**src/rtl/wdg_pkg.sv**
```systemverilog
package wdg_pkg;

    typedef enum logic [1:0] {
        KICK_IDLE = 2'd0,
        KICK_PASS = 2'd1,
        KICK_FAIL = 2'd2
    } kick_verdict_e;

    typedef struct packed {
        logic timeout;
        logic sig_bad;
    } wdg_flags_t;

endpackage

```
**src/rtl/wdg_sig_accum.sv**
```systemverilog
module wdg_sig_accum
    import wdg_pkg::*;
#(
    parameter int SIG_W = 16,
    parameter int ID_W  = 8
) (
    input  logic             clk,
    input  logic             rst,
    input  logic             clr,
    input  logic             cp_valid,
    input  logic [ID_W-1:0]  cp_id,
    input  logic             judge,
    input  logic [SIG_W-1:0] expect_sig,
    output kick_verdict_e    verdict
);
    logic [SIG_W-1:0] sig_q;
    logic [SIG_W-1:0] id_ext;
    logic [SIG_W-1:0] folded;

    generate
        if (ID_W >= SIG_W) begin : g_id_trunc
            assign id_ext = cp_id[SIG_W-1:0];
        end else begin : g_id_ext
            assign id_ext = {{(SIG_W-ID_W){1'b0}}, cp_id};
        end
    endgenerate

    always_comb begin
        folded = sig_q;
        if (cp_valid)
            folded = {sig_q[SIG_W-2:0], sig_q[SIG_W-1]} ^ id_ext;
    end

    always_comb begin
        verdict = KICK_IDLE;
        if (judge)
            verdict = (folded == expect_sig) ? KICK_PASS : KICK_FAIL;
    end

    always_ff @(posedge clk) begin
        if (rst || clr || judge)
            sig_q <= '0;
        else
            sig_q <= folded;
    end

    // The signature starts from zero after every evaluated kick.
    p_sig_cleared_after_kick_r4: assert property (@(posedge clk) disable iff (rst)
        judge |=> (sig_q == '0));

    // A clear zeroes the signature.
    p_sig_cleared_by_clear_r9: assert property (@(posedge clk) disable iff (rst)
        clr |=> (sig_q == '0));
endmodule

```
**src/rtl/wdg_countdown.sv**
```systemverilog
module wdg_countdown #(
    parameter int CNT_W = 16
) (
    input  logic             clk,
    input  logic             rst,
    input  logic             clr,
    input  logic             restart,
    input  logic [CNT_W-1:0] reload_val,
    output logic             at_zero,
    output logic [CNT_W-1:0] count
);
    localparam logic [CNT_W-1:0] ONE = CNT_W'(1);

    always_ff @(posedge clk) begin
        if (rst || clr || restart)
            count <= reload_val;
        else if (!at_zero)
            count <= count - ONE;
    end

    assign at_zero = (count == '0);

    // Once at zero, the counter stays there until a load.
    p_hold_at_zero_r2: assert property (@(posedge clk) disable iff (rst)
        (at_zero && !clr && !restart) |=> (count == '0));

    // A restart loads the reload value presented in that cycle.
    p_restart_loads_r4: assert property (@(posedge clk) disable iff (rst)
        (restart && !clr) |=> (count == $past(reload_val)));
endmodule

```
**src/rtl/wdg_err_latch.sv**
```systemverilog
module wdg_err_latch
    import wdg_pkg::*;
(
    input  logic       clk,
    input  logic       rst,
    input  logic       clr,
    input  logic       set_timeout,
    input  logic       set_sig,
    output wdg_flags_t flags
);
    always_ff @(posedge clk) begin
        if (rst || clr) begin
            flags <= '0;
        end else begin
            flags.timeout <= flags.timeout | set_timeout;
            flags.sig_bad <= flags.sig_bad | set_sig;
        end
    end

    p_timeout_sticky_r8: assert property (@(posedge clk) disable iff (rst)
        (flags.timeout && !clr) |=> flags.timeout);

    p_sig_sticky_r8: assert property (@(posedge clk) disable iff (rst)
        (flags.sig_bad && !clr) |=> flags.sig_bad);

    p_clear_wins_r9: assert property (@(posedge clk) disable iff (rst)
        clr |=> (flags == '0));
endmodule

```
**src/rtl/sig_guard_wdog.sv**
```systemverilog
module sig_guard_wdog
    import wdg_pkg::*;
#(
    parameter int CNT_W = 16,
    parameter int SIG_W = 16,
    parameter int ID_W  = 8
) (
    input  logic             clk,
    input  logic             rst,
    input  logic             cp_valid,
    input  logic [ID_W-1:0]  cp_id,
    input  logic             kick,
    input  logic [CNT_W-1:0] reload_val,
    input  logic [SIG_W-1:0] expect_sig,
    input  logic             err_clear,
    output logic             timeout_err,
    output logic             sig_err
);
    kick_verdict_e    verdict;
    wdg_flags_t       flags;
    logic             at_zero;
    logic             judge;
    logic [CNT_W-1:0] count;

    // Kicks are only judged while the counter is still running and no clear is pending.
    assign judge = kick && !at_zero && !err_clear;

    wdg_sig_accum #(.SIG_W(SIG_W), .ID_W(ID_W)) u_sig (
        .clk        (clk),
        .rst        (rst),
        .clr        (err_clear),
        .cp_valid   (cp_valid),
        .cp_id      (cp_id),
        .judge      (judge),
        .expect_sig (expect_sig),
        .verdict    (verdict)
    );

    wdg_countdown #(.CNT_W(CNT_W)) u_cnt (
        .clk        (clk),
        .rst        (rst),
        .clr        (err_clear),
        .restart    (verdict == KICK_PASS),
        .reload_val (reload_val),
        .at_zero    (at_zero),
        .count      (count)
    );

    wdg_err_latch u_err (
        .clk         (clk),
        .rst         (rst),
        .clr         (err_clear),
        .set_timeout (at_zero),
        .set_sig     (verdict == KICK_FAIL),
        .flags       (flags)
    );

    assign timeout_err = flags.timeout;
    assign sig_err     = flags.sig_bad;

    // A rejected kick leaves the countdown running.
    p_bad_kick_no_reload_r5: assert property (@(posedge clk) disable iff (rst)
        (verdict == KICK_FAIL) |=> (count == $past(count) - CNT_W'(1)));

    // A kick at zero is never judged, so the counter stays at zero.
    p_zero_kick_ignored_r7: assert property (@(posedge clk) disable iff (rst)
        (kick && at_zero && !err_clear) |=> (count == '0));

    // A bad kick always raises the signature flag on the next edge.
    p_bad_kick_flags_r5: assert property (@(posedge clk) disable iff (rst)
        (verdict == KICK_FAIL) |=> sig_err);
endmodule

```
**config.mk**
```make
export PLATFORM = sky130hd
export DESIGN_NAME = sig_guard_wdog
export DESIGN_NICKNAME = d
export VERILOG_FILES = /design/src/rtl/wdg_pkg.sv /design/src/rtl/wdg_sig_accum.sv /design/src/rtl/wdg_countdown.sv /design/src/rtl/wdg_err_latch.sv /design/src/rtl/sig_guard_wdog.sv
export SDC_FILE = /design/constraint.sdc
export NUM_CORES = 1
export LEC_CHECK = 0
export ABC_AREA = 1
export BUFFER_PORTS_ARGS = -buffer_cell sky130_fd_sc_hd__buf_2
export CORE_MARGIN = 1.5
export CORE_UTILIZATION = 28
export CTS_CLUSTER_DIAMETER = 80
export CTS_CLUSTER_SIZE = 12
export DETAILED_ROUTE_END_ITERATION = 10
export SLEW_MARGIN = 20
export SYNTH_ARGS = -nofsm -noshare
export SYNTH_HDL_FRONTEND = slang
export SYNTH_SLANG_ARGS = --single-unit
```
**constraint.sdc**
```tcl
create_clock -name clk -period 2.55 [get_ports clk]
set_input_delay 0.3825 -clock clk [delete_from_list [all_inputs] [get_ports clk]]
set_output_delay 0.3825 -clock clk [all_outputs]
set_load 0.005 [all_outputs]
```
==> run_results.csv <==
group,metric,value,unit
sta,clock-skew-final,10.70,ps
detailed_routing,post_drt_wl_per_cell,10.63,um
detailed_routing,drt_first_pass_iters,4,
synthesis,synth_edf_count,16,
global_route,grt_use_total,12.66,%
sta,fin_crit_sh,77.80,%
cts,worstSkewPairLatency,280,ps
sta,finalCriticalPeriod,1984,ps
detailed_routing,vias,2216,
sta,rsz0062_at_grt,"no",
final_layout,fin_util,33.94,%
setup_path,cp-end-kind,"register",
floorplanning,start_util,28.94,%
sta,final-max-slew-violation-count,0,
sta,fin_ws,566.1,ps
final_layout,num-nets-final,450,
cts,cts.sinks,34,
power,p_per_area,455.9,nW/um2
floorplanning,core_area,8258,um2
final_layout,regArea,840.8,um2
setup_path,cp.arrival,2020,ps
sta,finalHoldViolations,0,
cts,cts_setup_buffers,0,
cts,hold_buffers,0,
cts,numCtsBuffers,5,
global_route,grt_pass1_vias,2063,
worst_hold_path,hold_path_class,"in2reg",
power,pwr-share-clk,30.0,%
job,max_cap_violations,0,
global_route,grt_pass1_wl,9025,um
floorplanning,die_h,95.39,um
synthesis,ys_top_cells_by_area,"nand2_1 21%, edfxtp_1 20%, dfxtp_1 15%",
floorplanning,rows,33,
sta,slew_headroom,78.75,%
final_layout,area_growth,17.28,%
place,dpl.hpwl,4173,um
synthesis,yosysWarningCount,0,
synthesis,syn_inst,354,
place,io_buffers,46,
status,outcome,"complete, no violations",
floorplanning,dieArea,9098,um2
synthesis,ys_ff_latch,34,
floorplanning,pin_count,47,
sta,clock.fmax,0.5041,GHz
final_layout,n_fill_cell,886,
synthesis,syn_nets,401,
synthesis,synth_area,2390,um2
synthesis,yosysSeqAreaShare,35.18,%
final_layout,layout.cells.non_filler,509,
power,seq_power_share,49.3,%
final_layout,drive_above_1_share,19.55,%
power,internal-power,0.9084,mW
synthesis,ys_top_cells_by_count,"132 x nand2_1, 48 x inv_1, 39 x nand3_1, 34 x nor2_1, 18 x dfxtp_1",
final_layout,multi_input_area,1279,um2
sta,setup_viol,0,
cts,cts-resized-gates,0,
worst_hold_path,hold_depth,3,
synthesis,synth_top_area_share,20.73,%
cts,htreeDepth,2,
place,placed_cells,501,
place,gp_routability_congestion,0.7635,
setup_path,critPathRequiredTime,2580,ps
synthesis,synth_top_area_cell,"nand2_1",
sta,tightest_slew,316.4,ps
sta,tns,0,ps
synthesis,synthArstFlopShare,0,%
global_route,antenna_found_initial,0,
power,combPwrFrac,20.7,%
cts,cts_buffer_depth,2,
detailed_routing,drt_wl_total,5413,um
global_route,grt_max_degree,21,
power,power_switching,0.3695,mW
detailed_routing,drt_drc_violations_left,0,
floorplanning,die_w,95.39,um
cts,tritoncts,"yes",
setup_path,critPathLaunchType,"register",
setup_path,crit_fanout,3,
detailed_routing,routed_via_density,4.354,
cts,cts-root-buf,"clkbuf_8",
global_route,grt.overflow.total,0,
synthesis,avgSynthCellArea,6.751,um2
cts,clkTransAtPathRegs,70,ps
power,p_sw_share,28.91,%
detailed_routing,drt_iter0_drc,94,
synthesis,yosysMostFrequentCell,"nand2_1",
power,ir_worst_vdd,207.2,uV
detailed_routing,ant_nets,0,
synthesis,synthFlopType,"dfxtp_1",
setup_path,r2r_cells,10,
place,dp_slack,417.7,ps
power,p_leak,1.482,nW
final_layout,diodes,0,
synthesis,yosysUniqueCellTypes,32,
setup_path,crit_type,"reg2reg",
cell type report:
| cell class | instances | area share, % |
|---|---|---|
| inverter | 49 | 6.562 |
| tap | 105 | 4.687 |
| timing repair buffer | 52 | 10.27 |
| multi-input combinational | 261 | 45.63 |
| clock buffer | 8 | 2.857 |
| sequential | 34 | 30.00 |
worst max-delay path: stages (launching register included):
cell and delay, ps:
edfxtp_1 440, nor2_1 140, nand4_1 200, nor2_1 270, nand3_1 140, nor2_1 230
nand3_1 100, nand2_1 70, nand2_1 50, nand3_1 70, nand2_1 50
sequential cells by signal (all words and copies together) (netlist names):
name and flops:
u_cnt.count 16, u_sig.sig_q 16, u_err.flags 2
cells by family after synthesis:
group           synth area share (%)
compound gates                 1.989
xor+xnor                       4.398
fa+ha+maj                      1.047
buf+inv                        11.31
flops                          35.18
simple gates                   46.07
path summary, 6_finish.rpt:
path	start	end	slack (ps)
worst max-delay path	u_cnt.count[2]	u_cnt.count[15]	570
worst min-delay path	reload_val[8]	u_cnt.count[8]	390
worst max register to register	u_cnt.count[2]	u_cnt.count[15]	570
worst min register to register	u_err.flags[0]	u_err.flags[0]	470
stage by stage:
step                      power, mW  instance area (um2)  hold WS [ps]
final                         1.278                 2803         389.9
after global routing          1.357                 2803         395.3
after CTS                     1.295                 2803         388.7
after detailed placement     0.9076                 2723         465.7
after global placement       0.9027                 2723         465.9
after floorplan              0.8295                 2390         460.4
cell usage in the layout (no fill, tap or decap), types with 2 or more instances in the layout:
master / synthesis / layout
edfxtp_1: 16 / 16
nand4_1: 5 / 5
inv_1: 48 / 48
clkbuf_1: 1 / 3
nand2_2: 2 / 2
nand3_2: 11 / 11
nand2_1: 132 / 132
or2_2: 2 / 2
a21oi_1: 5 / 5
ha_1: 2 / 2
clkbuf_8: 0 / 5
nor2_4: 3 / 3
xor2_1: 10 / 10
buf_4: 2 / 5
nand3b_1: 2 / 2
nor3_1: 2 / 2
dfxtp_1: 18 / 18
buf_2: 2 / 46
o21ai_0: 2 / 2
nor2_1: 34 / 34
or2_1: 2 / 2
nand3_1: 39 / 39
xnor2_1: 2 / 2
per-layer routing:
metal | part of all wire [%] | track usage, % | vias to the layer above
met3 | 4.6 | 2.313 | 8
met5 | 0 | 0 | -
li1 | - | - | 1201
met4 | 1.6 | 4.044 | 0
met1 | 48 | 16.40 | 971
met2 | 46 | 21.22 | 36
power by group through the flow:
stage / clock network [mW] / registers (mW) / logic, mW
floorplan: 0 / 0.636 / 0.193
global placement: 0 / 0.642 / 0.261
detailed placement: 0 / 0.642 / 0.265
CTS: 0.398 / 0.630 / 0.266
global route: 0.416 / 0.635 / 0.306
finish: 0.383 / 0.630 / 0.264
Note: power is estimated with default switching activity, not from simulation.
